===== src/rtl/peer_dest_pkg.sv =====
package peer_dest_pkg;
  localparam int IP_W     = 32;
  localparam int PORT_W   = 16;
  localparam int OFS_IP   = 0;
  localparam int OFS_PORT = 1;
  localparam int NUM_REGS = 2;

  typedef struct packed {
    logic [IP_W-1:0]   ip;
    logic [PORT_W-1:0] port;
  } peer_addr_t;
endpackage


===== src/rtl/peer_dest_match.sv =====
module peer_dest_match #(
  parameter int LISTEN_PORT = 3332
) (
  input  logic        hdr_valid,
  input  logic [15:0] hdr_dst_port,
  output logic        cap_hit
);
  localparam logic [15:0] LISTEN_V = 16'(LISTEN_PORT);

  assign cap_hit = hdr_valid && (hdr_dst_port == LISTEN_V);
endmodule


===== src/rtl/peer_dest_cfg_dec.sv =====
module peer_dest_cfg_dec
  import peer_dest_pkg::*;
#(
  parameter int ADDR_W = 4
) (
  input  logic              cfg_wr,
  input  logic [ADDR_W-1:0] cfg_addr,
  output logic [NUM_REGS-1:0] wr_sel
);
  for (genvar g = 0; g < NUM_REGS; g++) begin : g_sel
    assign wr_sel[g] = cfg_wr && (cfg_addr == ADDR_W'(g));
  end
endmodule


===== src/rtl/peer_dest_store.sv =====
module peer_dest_store
  import peer_dest_pkg::*;
#(
  parameter int DATA_W = 32
) (
  input  logic                clk,
  input  logic                rst,
  input  logic                cap_hit,
  input  peer_addr_t          cap_val,
  input  logic [NUM_REGS-1:0] wr_sel,
  input  logic [DATA_W-1:0]   wdata,
  output peer_addr_t          cur,
  output logic                valid
);
  always_ff @(posedge clk) begin
    if (rst) begin
      cur   <= '0;
      valid <= 1'b0;
    end else if (cap_hit) begin
      // learned peer overrides a colliding configuration write
      cur   <= cap_val;
      valid <= 1'b1;
    end else begin
      if (wr_sel[OFS_IP])   cur.ip   <= wdata[IP_W-1:0];
      if (wr_sel[OFS_PORT]) cur.port <= wdata[PORT_W-1:0];
      if (|wr_sel)          valid    <= 1'b1;
    end
  end
endmodule


===== src/rtl/peer_dest_rdmux.sv =====
module peer_dest_rdmux
  import peer_dest_pkg::*;
#(
  parameter int ADDR_W = 4,
  parameter int DATA_W = 32
) (
  input  logic              clk,
  input  logic              rst,
  input  logic [ADDR_W-1:0] raddr,
  input  peer_addr_t        cur,
  output logic [DATA_W-1:0] rdata
);
  always_ff @(posedge clk) begin
    if (rst) begin
      rdata <= '0;
    end else begin
      case (raddr)
        ADDR_W'(OFS_IP):   rdata <= DATA_W'(cur.ip);
        ADDR_W'(OFS_PORT): rdata <= DATA_W'(cur.port);
        default:           rdata <= '0;
      endcase
    end
  end
endmodule


===== src/rtl/peer_dest_regs.sv =====
module peer_dest_regs
  import peer_dest_pkg::*;
#(
  parameter int ADDR_W      = 4,
  parameter int DATA_W      = 32,
  parameter int LISTEN_PORT = 3332
) (
  input  logic              clk,
  input  logic              rst,
  input  logic              cfg_wr,
  input  logic [ADDR_W-1:0] cfg_addr,
  input  logic [DATA_W-1:0] cfg_wdata,
  input  logic [ADDR_W-1:0] cfg_raddr,
  output logic [DATA_W-1:0] cfg_rdata,
  input  logic              hdr_valid,
  input  logic [31:0]       hdr_src_ip,
  input  logic [15:0]       hdr_src_port,
  input  logic [15:0]       hdr_dst_port,
  output logic [31:0]       dest_ip,
  output logic [15:0]       dest_port,
  output logic              dest_valid
);
  logic                cap_hit;
  logic [NUM_REGS-1:0] wr_sel;
  peer_addr_t          cap_val;
  peer_addr_t          cur;

  assign cap_val.ip   = hdr_src_ip;
  assign cap_val.port = hdr_src_port;

  peer_dest_match #(.LISTEN_PORT(LISTEN_PORT)) u_match (
    .hdr_valid   (hdr_valid),
    .hdr_dst_port(hdr_dst_port),
    .cap_hit     (cap_hit)
  );

  peer_dest_cfg_dec #(.ADDR_W(ADDR_W)) u_dec (
    .cfg_wr  (cfg_wr),
    .cfg_addr(cfg_addr),
    .wr_sel  (wr_sel)
  );

  peer_dest_store #(.DATA_W(DATA_W)) u_store (
    .clk    (clk),
    .rst    (rst),
    .cap_hit(cap_hit),
    .cap_val(cap_val),
    .wr_sel (wr_sel),
    .wdata  (cfg_wdata),
    .cur    (cur),
    .valid  (dest_valid)
  );

  peer_dest_rdmux #(.ADDR_W(ADDR_W), .DATA_W(DATA_W)) u_rd (
    .clk  (clk),
    .rst  (rst),
    .raddr(cfg_raddr),
    .cur  (cur),
    .rdata(cfg_rdata)
  );

  assign dest_ip   = cur.ip;
  assign dest_port = cur.port;
endmodule


===== config.mk =====
export PLATFORM = sky130hd
export DESIGN_NAME = peer_dest_regs
export DESIGN_NICKNAME = d
export VERILOG_FILES = /design/src/rtl/peer_dest_pkg.sv /design/src/rtl/peer_dest_match.sv /design/src/rtl/peer_dest_cfg_dec.sv /design/src/rtl/peer_dest_store.sv /design/src/rtl/peer_dest_rdmux.sv /design/src/rtl/peer_dest_regs.sv
export SDC_FILE = /design/constraint.sdc
export NUM_CORES = 1
export LEC_CHECK = 0
export BUFFER_PORTS_ARGS = -buffer_cell sky130_fd_sc_hd__buf_4
export CORE_ASPECT_RATIO = 1.4
export CORE_MARGIN = 5
export CORE_UTILIZATION = 41
export DETAILED_ROUTE_END_ITERATION = 8
export PLACE_DENSITY_LB_ADDON = 0.1
export SYNTH_ARGS = -nofsm -noshare
export SYNTH_HDL_FRONTEND = slang
export SYNTH_SLANG_ARGS = --single-unit

===== constraint.sdc =====
create_clock -name clk -period 4.1 [get_ports clk]
set_clock_uncertainty 0.05 [all_clocks]
set_input_delay 0.615 -clock clk [delete_from_list [all_inputs] [get_ports clk]]
set_output_delay 0.615 -clock clk [all_outputs]
set_load 0.02 [all_outputs]

==> results.sh <==
export IMPL_postCtsHoldBufs=0
export IMPL_cts_tree="done"
export IMPL_synthDistinctLibCells=23
export IMPL_gr_max_usage_layer="met2"
export IMPL_vias=3297
export IMPL_layout_commonest_cell="buf_4"
export IMPL_cts_made_buffers=9
export IMPL_r2r_start="u_store.cur[10]"
export IMPL_clkLatencyLatePin_ns=0.34
export IMPL_syn_inst=326
export IMPL_place_area_sq_um=4980
export IMPL_status="complete, no violations"
export IMPL_max_cap_violations=0
export IMPL_dp_final_hpwl_mm=7.67
export IMPL_synth_nets=434
export IMPL_drive_gt1_share_pct=50.2
export IMPL_grt_pass1_vias=3477
export IMPL_fin_nets=600
export IMPL_power_w=0.00174
export IMPL_synth_area_leader_cell="dfxtp_1"
export IMPL_rows=40
export IMPL_timing_worst_setup_path_type="in -> reg"
export IMPL_start_kind="input pin"
export IMPL_worstHoldPathCells=1
export IMPL_fmax_ghz=0.387
export IMPL_drv_slew=0
export IMPL_r2r_slack_ns=3.17
export IMPL_grtUsageMet3_pct=7.27
export IMPL_end_kind="flip-flop"
export IMPL_synth_warning_count=0
export IMPL_fin_setup_tns_ns=0
export IMPL_cts_path_max_buffers=2
export IMPL_synthAdderAreaFrac_pct=0
export IMPL_core_region_area_sq_um=8610
export IMPL_drt_total_wl_mm=11.3
export IMPL_path_max_fanout=49
export IMPL_synth_area_top_cells="dfxtp_1 45%, a221oi_2 15%, mux2i_1 13%"
export IMPL_antenna_found_initial=0
export IMPL_fp_dieArea_sq_um=10800
export IMPL_cts_max_level=3
export IMPL_io_pins=189
export IMPL_synth_top_family_by_area="compound AO/OA/AOI/OAI gates"
export IMPL_final_cell_mix="192 x buf_4, 81 x dfxtp_1, 48 x mux2i_1, 48 x nor3_1, 35 x a221oi_2"
export IMPL_drt_iter0_markers=112
export IMPL_cts_resized=0
export IMPL_holdPathEnd="u_rd.rdata[27]"
export IMPL_start_util_pct=41.9
export IMPL_required_ns=4.29
export IMPL_io_buffers=188
export IMPL_cts_num_sinks=81
export IMPL_synth_compound_area_share_pct=21.2
export IMPL_antenna_left=0
export IMPL_leakagePower_nw=2.20
export IMPL_grt_pass1_wl_mm=17.1
export IMPL_reg2reg_to="u_store.cur[10]"
export IMPL_relSlewSlack_pct=25.2
export IMPL_power_density_nw_per_um2=330
export IMPL_grt_start_max_net_pins=67
export IMPL_synth_simple_gate_area_share_pct=14.6
export IMPL_cts_reportedPaths_clkPinSlew_ns=0.06
export IMPL_worstMarginPinSlew_ns=1.12
export IMPL_globalplace_congestion=0.777
export IMPL_synth_mux_area_share_pct=13.3
export IMPL_netlist_area_sq_um=3610
export IMPL_grt_use_met2_pct=35.9
export IMPL_fillers=754
export IMPL_viasPerCell=5.49
export IMPL_gr_total_overflow=0
export IMPL_syn2layout_area_growth_pct=45.9
export IMPL_syn_avg_cell_area_sq_um=11.1
export IMPL_routedWlPerCell_um=18.8
export IMPL_yosysTopAreaCellShare_pct=45.0
export IMPL_min_from="u_store.cur[43]"
export IMPL_cts_root_buf="clkbuf_16"
export IMPL_reg2regPathDepth=2
export IMPL_postCtsSetupRepairBufs=0
export IMPL_yosysSeqAreaShare_pct=45.0
export IMPL_first_pass_iters=4
export IMPL_hp_class="reg -> reg"
export IMPL_synth_xor_area_share_pct=0
export IMPL_rsz0062_at_grt="no"
export IMPL_diodes=0
export IMPL_hold_viol_final=0
export IMPL_ys_ff_latch=81
export IMPL_ir_drop_v=0.000246
export IMPL_fp_dieW_um=89.3
export IMPL_use_met1_pct=22.5
export IMPL_worst_ep_arrival_time_ns=2.78
export IMPL_post_route_period_util_pct=63.0
export IMPL_stdcell_area_sq_um=5260
export IMPL_drc_errors=0
export IMPL_grtUsageTotal_pct=20.7
export IMPL_die_y_um=121
export IMPL_final_setup_viol_count=0
export IMPL_holdWs_ns=0.432
export IMPL_fin_crit_ns=2.58
==> report_power, final <==
group          internal (W)  switching, W
combinational     0.0000951     0.0000801
sequential         0.000794    0.00000493
clock              0.000453      0.000310
==> critical path: stages <==
cell and delay [ns]:
buf_4 0.10, or2_2 0.28, buf_4 0.30, nor2_1 0.17, nand2_2 0.55, buf_4 0.46
a221oi_1 0.27
==> stage by stage <==
stage          worst slack (ns)  utilization (%)  cells
5_1_grt                    1.32             61.1    601
3_5_place_dp               1.16             57.9    586
3_3_place_gp               1.21             57.9    586
2_1_floorplan              2.15                -    326
6_report                   1.52             61.1    601
4_1_cts                    1.52             61.1    601
==> sequential cells by signal, summed over array words and instances, names as in the netlist <==
register / cells
u_store.cur: 48
u_rd.rdata: 32
u_store.valid: 1
==> cell type report <==
| cell class | instances | area [sq um] | area share, % |
|---|---|---|---|
| clock inverter | 3 | 15.0 | 0.285 |
| timing repair buffer | 192 | 1440 | 27.4 |
| tap | 105 | 131 | 2.50 |
| sequential | 81 | 1620 | 30.8 |
| multi-input combinational | 208 | 1790 | 34.0 |
| clock buffer | 12 | 267 | 5.06 |
==> synthesized netlist by cell type <==
master / instances
a21oi_1: 1
a221oi_1: 13
a221oi_2: 35
a22oi_1: 16
and2_1: 16
and2b_1: 2
and4_1: 1
and4b_1: 1
buf_1: 1
buf_2: 7
buf_4: 2
buf_6: 3
buf_8: 3
clkbuf_1: 21
dfxtp_1: 81
mux2i_1: 48
nand2_1: 2
nor2_1: 19
nor3_1: 48
nor4_4: 1
nor4b_1: 2
nor4b_2: 2
or2_1: 1
==> worst max path at each step <==
| stage | start | to | slack [ns] | cells past startpoint |
|---|---|---|---|---|
| floorplan | cfg_addr[1] | u_store.cur[10] | 2.15 | 5 |
| global placement | hdr_dst_port[12] | u_store.cur[16] | 1.21 | 7 |
| detailed placement | hdr_dst_port[12] | u_store.cur[47] | 1.16 | 7 |
| CTS | hdr_dst_port[12] | u_store.cur[47] | 1.52 | 7 |
| global route | hdr_dst_port[12] | u_store.cur[47] | 1.32 | 7 |
| finish | hdr_dst_port[12] | u_store.cur[47] | 1.52 | 7 |
==> routing by layer <==
layer	wire, um	share of wire, %
met1	4100	36
met2	5910	52
met3	1080	9.5
met4	218	1.9
met5	0	0
==> cells by family after synthesis <==
group | after synthesis
mux | 48
buf+inv | 37
simple gates | 95
compound gates | 65
flops | 81
Power figures use the tool's default switching activity.
